[src/rtl/line_morph_pkg.sv]
package line_morph_pkg;

  typedef enum logic {
    OP_DILATE = 1'b0,
    OP_ERODE  = 1'b1
  } morph_op_e;

  // A held candidate survives a newcomer only if it is strictly better.
  // Pixel widths up to 16 bits are supported by this helper.
  function automatic logic survives(morph_op_e op, logic [15:0] held,
                                    logic [15:0] incoming);
    if (op == OP_ERODE) return held < incoming;
    return held > incoming;
  endfunction

endpackage

[src/rtl/line_morph_ctrl.sv]
module line_morph_ctrl
  import line_morph_pkg::*;
#(
  parameter int MAX_SEG   = 31,
  parameter int MAX_WIDTH = 1024
) (
  input  logic                                 clk,
  input  logic                                 rst_n,
  input  logic                                 op_sel,
  input  logic [$clog2(MAX_SEG+1)-1:0]         seg_len,
  input  logic [$clog2(MAX_SEG+1)-1:0]         seg_org,
  input  logic [$clog2(MAX_WIDTH+1)-1:0]       line_width,
  input  logic                                 in_valid,
  input  logic                                 in_sol,
  input  logic                                 out_ready,
  output logic                                 in_ready,
  output logic                                 out_valid,
  output logic                                 push,
  output logic                                 out_fire,
  output logic                                 line_end,
  output logic                                 busy,
  output morph_op_e                            op_q,
  output logic [$clog2(MAX_SEG+1)-1:0]         len_q,
  output logic [$clog2(MAX_SEG+1)-1:0]         org_q,
  output logic [$clog2(MAX_WIDTH+1)-1:0]       wid_q,
  output logic [$clog2(MAX_WIDTH+1)-1:0]       in_cnt,
  output logic [$clog2(MAX_WIDTH+1)-1:0]       out_cnt
);

  localparam int LW = $clog2(MAX_SEG + 1);
  localparam int CW = $clog2(MAX_WIDTH + 1);

  logic [LW-1:0] len_c, org_c, thr;
  logic [CW-1:0] wid_c, lead;
  logic          line_full, in_fire, start;

  // Clamp the control pins into the legal range before capture.
  always_comb begin
    if (seg_len == '0)                 len_c = LW'(1);
    else if (32'(seg_len) > MAX_SEG)   len_c = LW'(MAX_SEG);
    else                               len_c = seg_len;
    org_c = (seg_org >= len_c) ? len_c - LW'(1) : seg_org;
    if (line_width == '0)                 wid_c = CW'(1);
    else if (32'(line_width) > MAX_WIDTH) wid_c = CW'(MAX_WIDTH);
    else                                  wid_c = line_width;
  end

  // thr: how far the input may run ahead of the oldest pending output.
  assign thr       = len_q - org_q;
  assign lead      = in_cnt - out_cnt;
  assign line_full = (in_cnt == wid_q);
  assign out_valid = busy && (line_full || (32'(lead) == 32'(thr)));
  assign out_fire  = out_valid && out_ready;
  assign in_ready  = !busy || (!line_full && ((32'(lead) < 32'(thr)) || out_fire));
  assign in_fire   = in_valid && in_ready;
  assign start     = in_fire && !busy && in_sol;
  assign push      = in_fire && (busy || in_sol);
  assign line_end  = out_fire && (out_cnt == wid_q - CW'(1));

  always_ff @(posedge clk or negedge rst_n) begin
    if (!rst_n) begin
      busy    <= 1'b0;
      in_cnt  <= '0;
      out_cnt <= '0;
      op_q    <= OP_DILATE;
      len_q   <= LW'(1);
      org_q   <= '0;
      wid_q   <= CW'(1);
    end else if (start) begin
      busy    <= 1'b1;
      in_cnt  <= CW'(1);
      out_cnt <= '0;
      op_q    <= morph_op_e'(op_sel);
      len_q   <= len_c;
      org_q   <= org_c;
      wid_q   <= wid_c;
    end else if (busy) begin
      if (line_end) begin
        busy    <= 1'b0;
        in_cnt  <= '0;
        out_cnt <= '0;
      end else begin
        in_cnt  <= in_cnt + CW'(in_fire);
        out_cnt <= out_cnt + CW'(out_fire);
      end
    end
  end

endmodule

[src/rtl/line_morph_queue.sv]
module line_morph_queue
  import line_morph_pkg::*;
#(
  parameter int PIX_W = 8,
  parameter int DEPTH = 32,
  parameter int PB    = 5
) (
  input  logic                          clk,
  input  logic                          rst_n,
  input  morph_op_e                     op,
  input  logic                          push,
  input  logic                          pop_req,
  input  logic                          flush,
  input  logic [PIX_W-1:0]              din,
  input  logic [PB-1:0]                 din_pos,
  input  logic [PB-1:0]                 stale_pos,
  output logic [PIX_W-1:0]              head_pix,
  output logic [$clog2(DEPTH+1)-1:0]    fill
);

  localparam int QCW = $clog2(DEPTH + 1);

  logic [PIX_W-1:0] val_q   [DEPTH];
  logic [PB-1:0]    pos_q   [DEPTH];
  logic [PIX_W-1:0] src_val [DEPTH];
  logic [PB-1:0]    src_pos [DEPTH];
  logic [DEPTH-1:0] keep;
  logic [QCW-1:0]   cnt_q, src_cnt, ins;
  logic             stale, pop;

  // Only the head can be stale, and only by exactly one column.
  assign stale    = (cnt_q != '0) && (pos_q[0] == stale_pos);
  assign head_pix = stale ? val_q[1] : val_q[0];
  assign pop      = pop_req && stale;
  assign src_cnt  = cnt_q - QCW'(pop);
  assign fill     = cnt_q;

  generate
    for (genvar g = 0; g < DEPTH; g++) begin : g_slot
      if (g + 1 < DEPTH) begin : g_shift
        assign src_val[g] = pop ? val_q[g+1] : val_q[g];
        assign src_pos[g] = pop ? pos_q[g+1] : pos_q[g];
      end else begin : g_last
        assign src_val[g] = val_q[g];
        assign src_pos[g] = pos_q[g];
      end

      assign keep[g] = (QCW'(g) < src_cnt) &&
                       survives(op, 16'(src_val[g]), 16'(din));

      always_ff @(posedge clk or negedge rst_n) begin
        if (!rst_n) begin
          val_q[g] <= '0;
          pos_q[g] <= '0;
        end else if (push && (QCW'(g) == ins)) begin
          val_q[g] <= din;
          pos_q[g] <= din_pos;
        end else begin
          val_q[g] <= src_val[g];
          pos_q[g] <= src_pos[g];
        end
      end
    end
  endgenerate

  // Survivors form a prefix; the newcomer lands right after it.
  always_comb begin
    ins = '0;
    for (int k = 0; k < DEPTH; k++) ins = ins + QCW'(keep[k]);
  end

  always_ff @(posedge clk or negedge rst_n) begin
    if (!rst_n)     cnt_q <= '0;
    else if (flush) cnt_q <= '0;
    else if (push)  cnt_q <= ins + QCW'(1);
    else            cnt_q <= src_cnt;
  end

endmodule

[src/rtl/line_morph_filter.sv]
module line_morph_filter
  import line_morph_pkg::*;
#(
  parameter int PIX_W     = 8,
  parameter int MAX_SEG   = 31,
  parameter int MAX_WIDTH = 1024
) (
  input  logic                               clk,
  input  logic                               rst_n,
  input  logic                               op_erode,
  input  logic [$clog2(MAX_SEG+1)-1:0]       seg_len,
  input  logic [$clog2(MAX_SEG+1)-1:0]       seg_org,
  input  logic [$clog2(MAX_WIDTH+1)-1:0]     line_width,
  input  logic                               in_valid,
  output logic                               in_ready,
  input  logic                               in_sol,
  input  logic [PIX_W-1:0]                   in_pix,
  output logic                               out_valid,
  input  logic                               out_ready,
  output logic [PIX_W-1:0]                   out_pix
);

  localparam int LW    = $clog2(MAX_SEG + 1);
  localparam int CW    = $clog2(MAX_WIDTH + 1);
  localparam int DEPTH = MAX_SEG + 1;
  localparam int PB    = $clog2(MAX_SEG + 1);
  localparam int QCW   = $clog2(DEPTH + 1);

  logic          push, out_fire, line_end, busy;
  morph_op_e     op_q;
  logic [LW-1:0] len_q, org_q;
  logic [CW-1:0] wid_q, in_cnt, out_cnt;
  logic [PB-1:0] din_pos, stale_pos;
  logic [QCW-1:0] q_fill;

  line_morph_ctrl #(.MAX_SEG(MAX_SEG), .MAX_WIDTH(MAX_WIDTH)) ctrl_i (
    .clk(clk), .rst_n(rst_n), .op_sel(op_erode), .seg_len(seg_len),
    .seg_org(seg_org), .line_width(line_width), .in_valid(in_valid),
    .in_sol(in_sol), .out_ready(out_ready), .in_ready(in_ready),
    .out_valid(out_valid), .push(push), .out_fire(out_fire),
    .line_end(line_end), .busy(busy), .op_q(op_q), .len_q(len_q),
    .org_q(org_q), .wid_q(wid_q), .in_cnt(in_cnt), .out_cnt(out_cnt)
  );

  // Column indices kept modulo 2^PB; the window never spans more.
  assign din_pos   = PB'(in_cnt);
  assign stale_pos = PB'(out_cnt) - PB'(org_q) - PB'(1);

  line_morph_queue #(.PIX_W(PIX_W), .DEPTH(DEPTH), .PB(PB)) queue_i (
    .clk(clk), .rst_n(rst_n), .op(op_q), .push(push), .pop_req(out_fire),
    .flush(line_end), .din(in_pix), .din_pos(din_pos),
    .stale_pos(stale_pos), .head_pix(out_pix), .fill(q_fill)
  );

endmodule

[config.mk]
export PLATFORM = sky130hd
export DESIGN_NAME = line_morph_filter
export DESIGN_NICKNAME = d
export VERILOG_FILES = /design/src/rtl/line_morph_pkg.sv /design/src/rtl/line_morph_ctrl.sv /design/src/rtl/line_morph_queue.sv /design/src/rtl/line_morph_filter.sv
export SDC_FILE = /design/constraint.sdc
export NUM_CORES = 1
export LEC_CHECK = 0
export BUFFER_PORTS_ARGS = -buffer_cell sky130_fd_sc_hd__buf_4
export CORE_ASPECT_RATIO = 2
export CORE_MARGIN = 3
export CORE_UTILIZATION = 65
export DETAILED_ROUTE_END_ITERATION = 8
export GPL_TIMING_DRIVEN = 0
export PLACE_DENSITY = 0.86
export SYNTH_ARGS = -nofsm -noshare
export SYNTH_HDL_FRONTEND = slang
export SYNTH_SLANG_ARGS = --single-unit
export TNS_END_PERCENT = 20
[constraint.sdc]
create_clock -name clk -period 24.4 [get_ports clk]
set_input_delay 3.66 -clock clk [delete_from_list [all_inputs] [get_ports clk]]
set_output_delay 3.66 -clock clk [all_outputs]
set_load 0.01 [all_outputs]
# == Yosys cells after proc, flatten, opt, wreduce, memory -nomap -nowiden ==
# Cells that the tools add are included.
# totals
inputBits,35
regBits,467
elab_cells,568
# classes
eq_ne,35
n_reduce_logical,116
add_sub_neg,41
order_cmp,99
mux,205
# op_table
cell,n
8-bit two-way mux,63
5-bit two-way mux,64
8-bit greater-than comparator,32
8-bit < comparator,32
6-bit by 1-bit adder with 6-bit output,30
5-bit by 6-bit equality test with 1-bit output (first input constant),16
5-bit by 6-bit < comparator with 1-bit output (first input constant),16
11-bit two-way mux,8
1-bit logical AND,74
1-bit two-way mux,68
2-bit nonzero test,32
4-bit by 6-bit equality test with 1-bit output (first input constant),8
4-bit by 6-bit < comparator with 1-bit output (first input constant),8
3-bit by 6-bit equality test with 1-bit output (first input constant),4
3-bit by 6-bit < comparator with 1-bit output (first input constant),4
11-bit by 1-bit adder with 11-bit output,2
11-bit equality test,2
2-bit by 6-bit equality test with 1-bit output (first input constant),2
1-bit by 6-bit < comparator with 1-bit output (first input constant),2
2-bit by 6-bit < comparator with 1-bit output (first input constant),2
6-bit two-way mux,2
11-bit by 5-bit equality test with 1-bit output,1
11-bit greater-than comparator (second input constant),1
11-bit zero test,1
other kinds (16),22

# == Logic depth before layout (Yosys ltp) ==
# Gate-level depths: netlist (run 1).
# depth
depth_word,45
depth_mapped,53

# == By module ==
# From an unflattened synthesis (run 1), not the netlist that was laid out.
# unflattened
hier_cells,2814
hier_area_um2,32120.8
# by_module_without_submodules
module,cells_each,seq_area_each_um2,area_each_um2,n_inst
line_morph_queue,2366,10560.1,28165.8,1
line_morph_ctrl,431,1128.6,3806.2,1
line_morph_filter,17,0.0,148.9,1

# == Worst setup path after synthesis (run 1) ==
# No wires, ideal clock.
# synth_path
path_kind,input-to-reg
start,input out_ready
end,register queue_i.pos_q[102] (netlist bit)
required_time_ns,24.259
path_buffers,5
slack_ns,12.169
t_arrival_ns,12.089
cell_stages,40
cell_sequence,and2_0 -> and3_1 -> buf_6 -> buf_6 -> mux2_1 -> ha_1 -> nor2b_1 -> o21ai_0 -> nand2b_1 -> a21oi_1 -> nor2_1 -> a211oi_1 -> nor2_1 -> a21oi_1 -> a21oi_1 -> ha_1 -> inv_1 -> fa_1 -> (+4 left out) -> fa_1 -> inv_1 -> fa_1 -> inv_1 -> fa_1 -> inv_1 -> fa_1 -> inv_1 -> a21o_1 -> a21oi_1 -> xor2_1 -> nand2_1 -> clkbuf_1 -> a2111o_1 -> buf_2 -> clkbuf_1 -> nor2_1 -> a31oi_1
# synth_between
elab_chain_cells,41
word_cells_on_any_way,262
cone_classes,32 x add/sub; 94 x order compare; 1 x eq/ne; 94 x mux; 41 x reduce/logical
# synth_rtl
item,line,text
start: declaration,line_morph_filter.sv:19,"input logic out_ready,"
1-bit logical AND (*),line_morph_ctrl.sv:53,assign out_fire = out_valid && out_ready;
"parallel branches: the longest is 40 deep, another holds 6-bit by 1-bit subtractor with 6-bit output",-,
end signal: indexed assignment,line_morph_queue.sv:57,pos_q[g] <= din_pos;
end signal: indexed assignment,line_morph_queue.sv:60,pos_q[g] <= src_pos[g];
end: declaration,line_morph_queue.sv:24,logic [PB-1:0] pos_q [DEPTH];
# Mark *: on every way between the ends. The select of a mux whose other input is x is not followed.
# A chain may end at the register's enable or synchronous reset.

# == Final worst setup path (run 1) ==
# layout_path
start,register ctrl_i.in_cnt[0]
end,register queue_i.val_q[160] (netlist bit)
# layout_between
elab_chain_cells,45
word_cells_on_any_way,268
cone_classes,33 x add/sub; 95 x order compare; 3 x eq/ne; 94 x mux; 43 x reduce/logical
# layout_rtl
item,line,text
start: declaration,line_morph_ctrl.sv:26,"output logic [$clog2(MAX_WIDTH+1)-1:0] in_cnt,"
start signal: assignment,line_morph_ctrl.sv:83,in_cnt <= in_cnt + CW'(in_fire);
"parallel branches: the longest is 44 deep, another holds 11-bit subtractor",-,
8-bit two-way mux (*),line_morph_queue.sv:55,end else if (push && (QCW'(g) == ins)) begin
end signal: indexed assignment,line_morph_queue.sv:56,val_q[g] <= din;
end signal: indexed assignment,line_morph_queue.sv:59,val_q[g] <= src_val[g];
end: declaration,line_morph_queue.sv:23,logic [PIX_W-1:0] val_q [DEPTH];
# Marked as above.

==> flow_metrics.tcl, run 1 <==
set metrics [dict create \
    status "finished, violations left" \
    violations "max-capacitance violations, max-slew violations" \
    synth_edf_count 0 \
    detail_route.wl_per_cell_um 28.1 \
    async_reset_ff_frac 1.00 \
    p_leak_nw 17.9 \
    drive_above_1_share 0.196 \
    cts_resized 0 \
    gp_congestion 1.01 \
    cp_data_arrival_time_ps 15150 \
    cts_buffers 44 \
    tns_ps 0 \
    stdcell_count 3879 \
    clkTransAtPathRegs_ps 70 \
    post-place-ws_ps 9610 \
    start_util 0.659 \
    cts_buffer_depth 3 \
    finalWorstSetupSlack_ps 9690 \
    wl_met3_mm 6.91 \
    core_area_sq_um 48500 \
    io_pins 45 \
    layout_commonest_cell "dfrtp_1" \
    cp_slowest_cell "xor2_1" \
    timing.hold.ws_ps 488 \
    grt_max_degree 125 \
    start_kind "flip-flop" \
    area_growth_pct 8.84 \
    maxCapViolCount 1 \
    cp.required_ps 24850 \
    synth_area_leaders "dfrtp_1, ha_1, mux2_2" \
    dr.first_iter.drc_count 2098 \
    drt-met1-wl_mm 33.8 \
    final_cell_mix "dfrtp_1, nand2_1, mux2_2" \
    synthFlopType "dfrtp_1" \
    routed_wl_mm 109 \
    cts_setup_buffers 0 \
    crit_path_max_incr_delay_ps 650 \
    ant_nets 0 \
    synth_top_area_frac 0.364 \
    antenna_found_initial 6 \
    synth_seq_cells 467 \
    multi_input_area_sq_um 18800 \
    worst-path-max-fanout 10 \
    worstSetupEndpointType "flip-flop" \
    nFillCells 3544 \
    postSynthAreaPerCell_sq_um 10.3 \
    via_per_inst 6.81 \
    ys_seq_area_frac 0.366 \
    drc 0 \
    dr_wl_met2_mm 53.2 \
    cts_hold_buf 0 \
    synth-warning-count 0 \
    finalMaxSlewViolations 2 \
    grt_pass1_wl_mm 163 \
    setup_viol 0 \
    drt_first_pass_iters 5 \
    synth_nets 3475 \
    overflow 0 \
    fmax_mhz 68.0 \
    grt_use_total 0.418 \
    grt_pass1_vias 28000 \
    dieHeight_um 320 \
    cts-root-buf "clkbuf_16" \
    crit_top_cell "fa_1" \
    dieArea_sq_um 52000 \
    via_count 26400 \
    ys_types 72 \
    cts.sinks 467 \
    period_minus_slack_ps 14710 \
    crit_type "reg -> reg" \
    row_count 114 \
    hold_viol 0 \
    htreeDepth 2 \
    worst_pin_slew_ps 1560 \
    peakVddDrop_uv 56.5 \
    skew_ps 28.3 \
    top_layer "met5" \
    syn_inst 3109 \
    dp_hpwl_mm 81.3 \
    dp.cells 3795 \
    syn_area_sq_um 31900 \
    cts_tree "done" \
    rsz0062_at_grt "false" \
    yosysTopAreaCell "dfrtp_1" \
    fin_crit_sh 0.603 \
    maxSlewHeadroom -0.0511 \
    clock_latency_ps 600 \
    fin_nets 3569 \
    ff_latch_area_sq_um 11700 \
    port_buffers 44 \
    hold_path.class "reg -> reg" \
    die_width_um 163 \
    power_density_nw_per_um2 47.0 \
]
where the power goes:
| group | total [mW] | internal [mW] | switching (mW) |
|---|---|---|---|
| combinational | 0.0866 | 0.0230 | 0.0636 |
| clock | 0.772 | 0.442 | 0.330 |
| sequential | 0.774 | 0.774 | 0.0000520 |
critical path, delay by kind of cell (launching register included):
kind,cells,cell delay (ps)
XOR/XNOR,2,750
multiplexers,1,360
flip-flops,1,390
AND/OR/NAND/NOR,9,1750
AO/OA/AOI/OAI,13,3180
buffers and inverters,15,2580
adder cells (fa/ha/maj),13,5500
cell usage after synthesis, drive strengths merged, types with 10 or more instances:
master / count
mux2: 480
dfrtp: 465
nand2: 343
ha: 304
nor2: 221
a21oi: 167
o21ai: 142
a31oi: 127
buf: 114
a21o: 93
clkbuf: 84
mux2i: 84
inv: 74
nand4: 71
xnor2: 43
nand2b: 40
nor2b: 40
nand3: 30
fa: 27
xor2: 19
and3: 14
and2: 13
a22o: 11
a211oi: 10
kinds of logic (layout without fill, tap and decap cells):
kind of cell | count (synthesis) | count (layout) | synth area share
AND/OR/NAND/NOR | 801 | 801 | 0.112
multiplexers | 564 | 564 | 0.203
flip-flops | 467 | 467 | 0.366
adder cells (fa/ha/maj) | 332 | 332 | 0.136
other | 0 | 5 | 0
XOR/XNOR | 62 | 62 | 0.0170
buffers and inverters | 273 | 400 | 0.0466
AO/OA/AOI/OAI | 610 | 610 | 0.119
flip-flops by register name (all words and copies together), names as in the netlist:
signal	count
queue_i.val_q	248
queue_i.pos_q	160
ctrl_i.in_cnt	11
ctrl_i.out_cnt	11
ctrl_i.wid_q	11
queue_i.src_val	8
queue_i.fill	6
ctrl_i.len_q	5
ctrl_i.org_q	5
ctrl_i.busy	1
ctrl_i.op_q	1
per-layer routing:
metal / GRT usage / vias up
met5: 0 / -
met4: 0.453 / 4
met3: 0.0826 / 684
met2: 0.708 / 1420
met1: 0.394 / 12900
li1: - / 11400
area by class of cell:
class	instances	area share
Multi-Input combinational cell	2369	0.540
Sequential cell	467	0.336
Clock buffer	63	0.0369
Buffer	198	0.0348
Tap cell	638	0.0230
Timing Repair Buffer	48	0.0129
Clock inverter	16	0.00813
Inverter	75	0.00810
Antenna cell	5	0.000360
final timing paths:
kind | cells past startpoint | slack (ps) | startpoint | to
worst max-delay path | 53 | 9690 | ctrl_i.in_cnt[0]$_DFFE_PN0P_ | queue_i.val_q[160]$_DFF_PN0_
worst min-delay path | 1 | 490 | queue_i.pos_q[4]$_DFFE_PN0P_ | queue_i.pos_q[4]$_DFFE_PN0P_
worst max register to register | 53 | 9690 | ctrl_i.in_cnt[0]$_DFFE_PN0P_ | queue_i.val_q[160]$_DFF_PN0_
worst min register to register | 1 | 490 | queue_i.pos_q[4]$_DFFE_PN0P_ | queue_i.pos_q[4]$_DFFE_PN0P_
max in group asynchronous | 4 | 19480 | rst_n | queue_i.val_q[44]$_DFF_PN0_
min in group asynchronous | 1 | 2970 | rst_n | queue_i.pos_q[127]$_DFFE_PN0P_
metrics by stage:
stage	utilization	cell area (sq um)	power, mW
global placement	0.682	33100	0.866
finish	0.717	34800	1.63
detailed placement	0.684	33200	0.873
global route	0.717	34800	1.66
CTS	0.717	34800	1.63
floorplan	-	31900	0.824
Note: power is estimated with default switching activity, not from simulation.
==> run 2, diff against run 1 <==
==> constraint.sdc (replaced) <==
create_clock -name clk -period 15 [get_ports clk]
set_input_delay 2.25 -clock clk [delete_from_list [all_inputs] [get_ports clk]]
set_output_delay 2.25 -clock clk [all_outputs]
set_load 0.01 [all_outputs]
==> run 2 against run 1 <==
The run still ends with max-capacitance violations, max-slew violations left. Final cell count unchanged. Setup slack worse by 9100 ps. Clock-buffer cell count did not move. First-iteration DRC count fell by 6.4%. Hold slack better by 2.1 ps. Flip-flop and latch count is the same. Routed wire length barely moved. Die area stayed put. Combinational power is 63% higher. Critical endpoint unchanged. Largest power group unchanged.
==> flow_metrics.tcl, run 2 (same netlist as run 1, synthesis figures left out) <==
set metrics [dict create \
    status "finished, violations left" \
    violations "max-capacitance violations, max-slew violations" \
    postLayoutCoreUtil 0.717 \
    detail_route.wl_per_cell_um 28.1 \
    hold_viol 0 \
    grt_pass1_wl_mm 163 \
    fin_nets 3569 \
    dieArea_sq_um 52000 \
    area_growth_pct 8.88 \
    cts_hold_buf 0 \
    cts_buffers 44 \
    power_density_nw_per_um2 76.3 \
    dp_hpwl_mm 81.3 \
    row_count 114 \
    timing.hold.ws_ps 490 \
    crit_path_max_incr_delay_ps 830 \
    largest_reg_flops 248 \
    nFillCells 3539 \
    maxSlewHeadroom -0.0442 \
    cts.sinks 467 \
    port_buffers 44 \
    gr-usage-met3 0.0822 \
    cp.required_ps 15450 \
    drive_above_1_share 0.197 \
    cp_slowest_cell "mux2i_1" \
    critical_path.top_delay_family "adder cells" \
    antenna_found_initial 6 \
    grt_pass1_vias 28000 \
    fin_crit_sh 0.961 \
    grt_use_total 0.418 \
    drc 0 \
    core_area_sq_um 48500 \
    htreeDepth 2 \
    busiest_layer "met2" \
    drt_first_pass_iters 8 \
    skew_ps 30.0 \
    final_cell_mix "dfrtp_1, nand2_1, mux2_2" \
    cts_buffer_depth 3 \
    fmax_mhz 69.4 \
    setup_viol 0 \
    io_pins 45 \
    die_width_um 163 \
    use_met2 0.708 \
    largest_register "queue_i.val_q" \
    crit_type "reg -> reg" \
    reg_top3 "queue_i.val_q: 248 flops, queue_i.pos_q: 160 flops" \
    ant_nets 0 \
    path_buf_inv 13 \
    cp_data_arrival_time_ps 14860 \
    hold_path.class "reg -> reg" \
    via_count 26500 \
    cts-root-buf "clkbuf_16" \
    dieHeight_um 320 \
    cts_setup_buffers 0 \
    cts_resized 0 \
    routed_wl_mm 109 \
    worst_pin_slew_ps 1550 \
    worstSetupEndpointType "flip-flop" \
    period_minus_slack_ps 14410 \
    gp_congestion 1.01 \
    dr.first_iter.drc_count 1963 \
    maxCapViolCount 1 \
    start_util 0.659 \
    clock_latency_ps 610 \
    finalMaxSlewViolations 2 \
    tns_ps 0 \
    worst-path-max-fanout 10 \
    cts_tree "done" \
    via_per_inst 6.82 \
    crit_top_cell "fa_1" \
    layout_commonest_cell "dfrtp_1" \
    overflow 0 \
    peakVddDrop_uv 90.8 \
    clkTransAtPathRegs_ps 70 \
    use_met1 0.395 \
    start_kind "flip-flop" \
    rsz0062_at_grt "false" \
    grt_max_degree 125 \
    p_leak_nw 17.9 \
]
[run 2: worst reg2reg max path, delay by kind of cell, from the launching register on]
family          cells  cell delay (ps)
fa+ha+maj          12             5320
compound gates     13             3050
buf+inv            13             2310
simple gates        5             1440
mux                 2             1240
xor+xnor            2              530
flops               1              400
[run 2: power by group]
group	leakage [nW]	internal, mW	switching (mW)
logic	10.7	0.0374	0.103
registers	6.49	1.26	0.0000989
clock network	0.759	0.720	0.536
[run 2: per-layer routing]
layer  wire length [um]  part of all wire
met1              34000              0.31
met2              53400              0.49
met3               6710             0.062
met4              14900              0.14
met5                 32           0.00029
[run 2: layout make-up]
class	count	area, sq um	share of cell area
clock buffer	63	1280	0.0369
sequential	467	11700	0.336
antenna	5	12.5	0.000360
timing repair buffer	48	448	0.0129
inverter	75	282	0.00809
buffer	198	1210	0.0347
tap	638	798	0.0229
clock inverter	16	283	0.00813
multi-input combinational	2369	18800	0.540
[run 2: worst paths after layout]
path / start / end / slack, ps / cells after the start
worst max-delay path: ctrl_i.in_cnt[0]$_DFFE_PN0P_ / queue_i.val_q[160]$_DFF_PN0_ / 590 / 47
worst min-delay path: queue_i.pos_q[4]$_DFFE_PN0P_ / queue_i.pos_q[4]$_DFFE_PN0P_ / 490 / 1
worst max register to register: ctrl_i.in_cnt[0]$_DFFE_PN0P_ / queue_i.val_q[160]$_DFF_PN0_ / 590 / 47
worst min register to register: queue_i.pos_q[4]$_DFFE_PN0P_ / queue_i.pos_q[4]$_DFFE_PN0P_ / 490 / 1
max in group asynchronous: rst_n / queue_i.val_q[44]$_DFF_PN0_ / 11490 / 4
min in group asynchronous: rst_n / queue_i.pos_q[127]$_DFFE_PN0P_ / 1550 / 1
[run 2: metrics by stage]
step	instances	area, sq um	worst slack, ps	power [mW]
3_5_place_dp	3795	33200	799	1.42
2_1_floorplan	3109	31900	4120	1.34
5_1_grt	3876	34800	16.6	2.71
4_1_cts	3874	34800	645	2.65
3_3_place_gp	3791	33100	1080	1.41
6_report	3879	34800	587	2.65
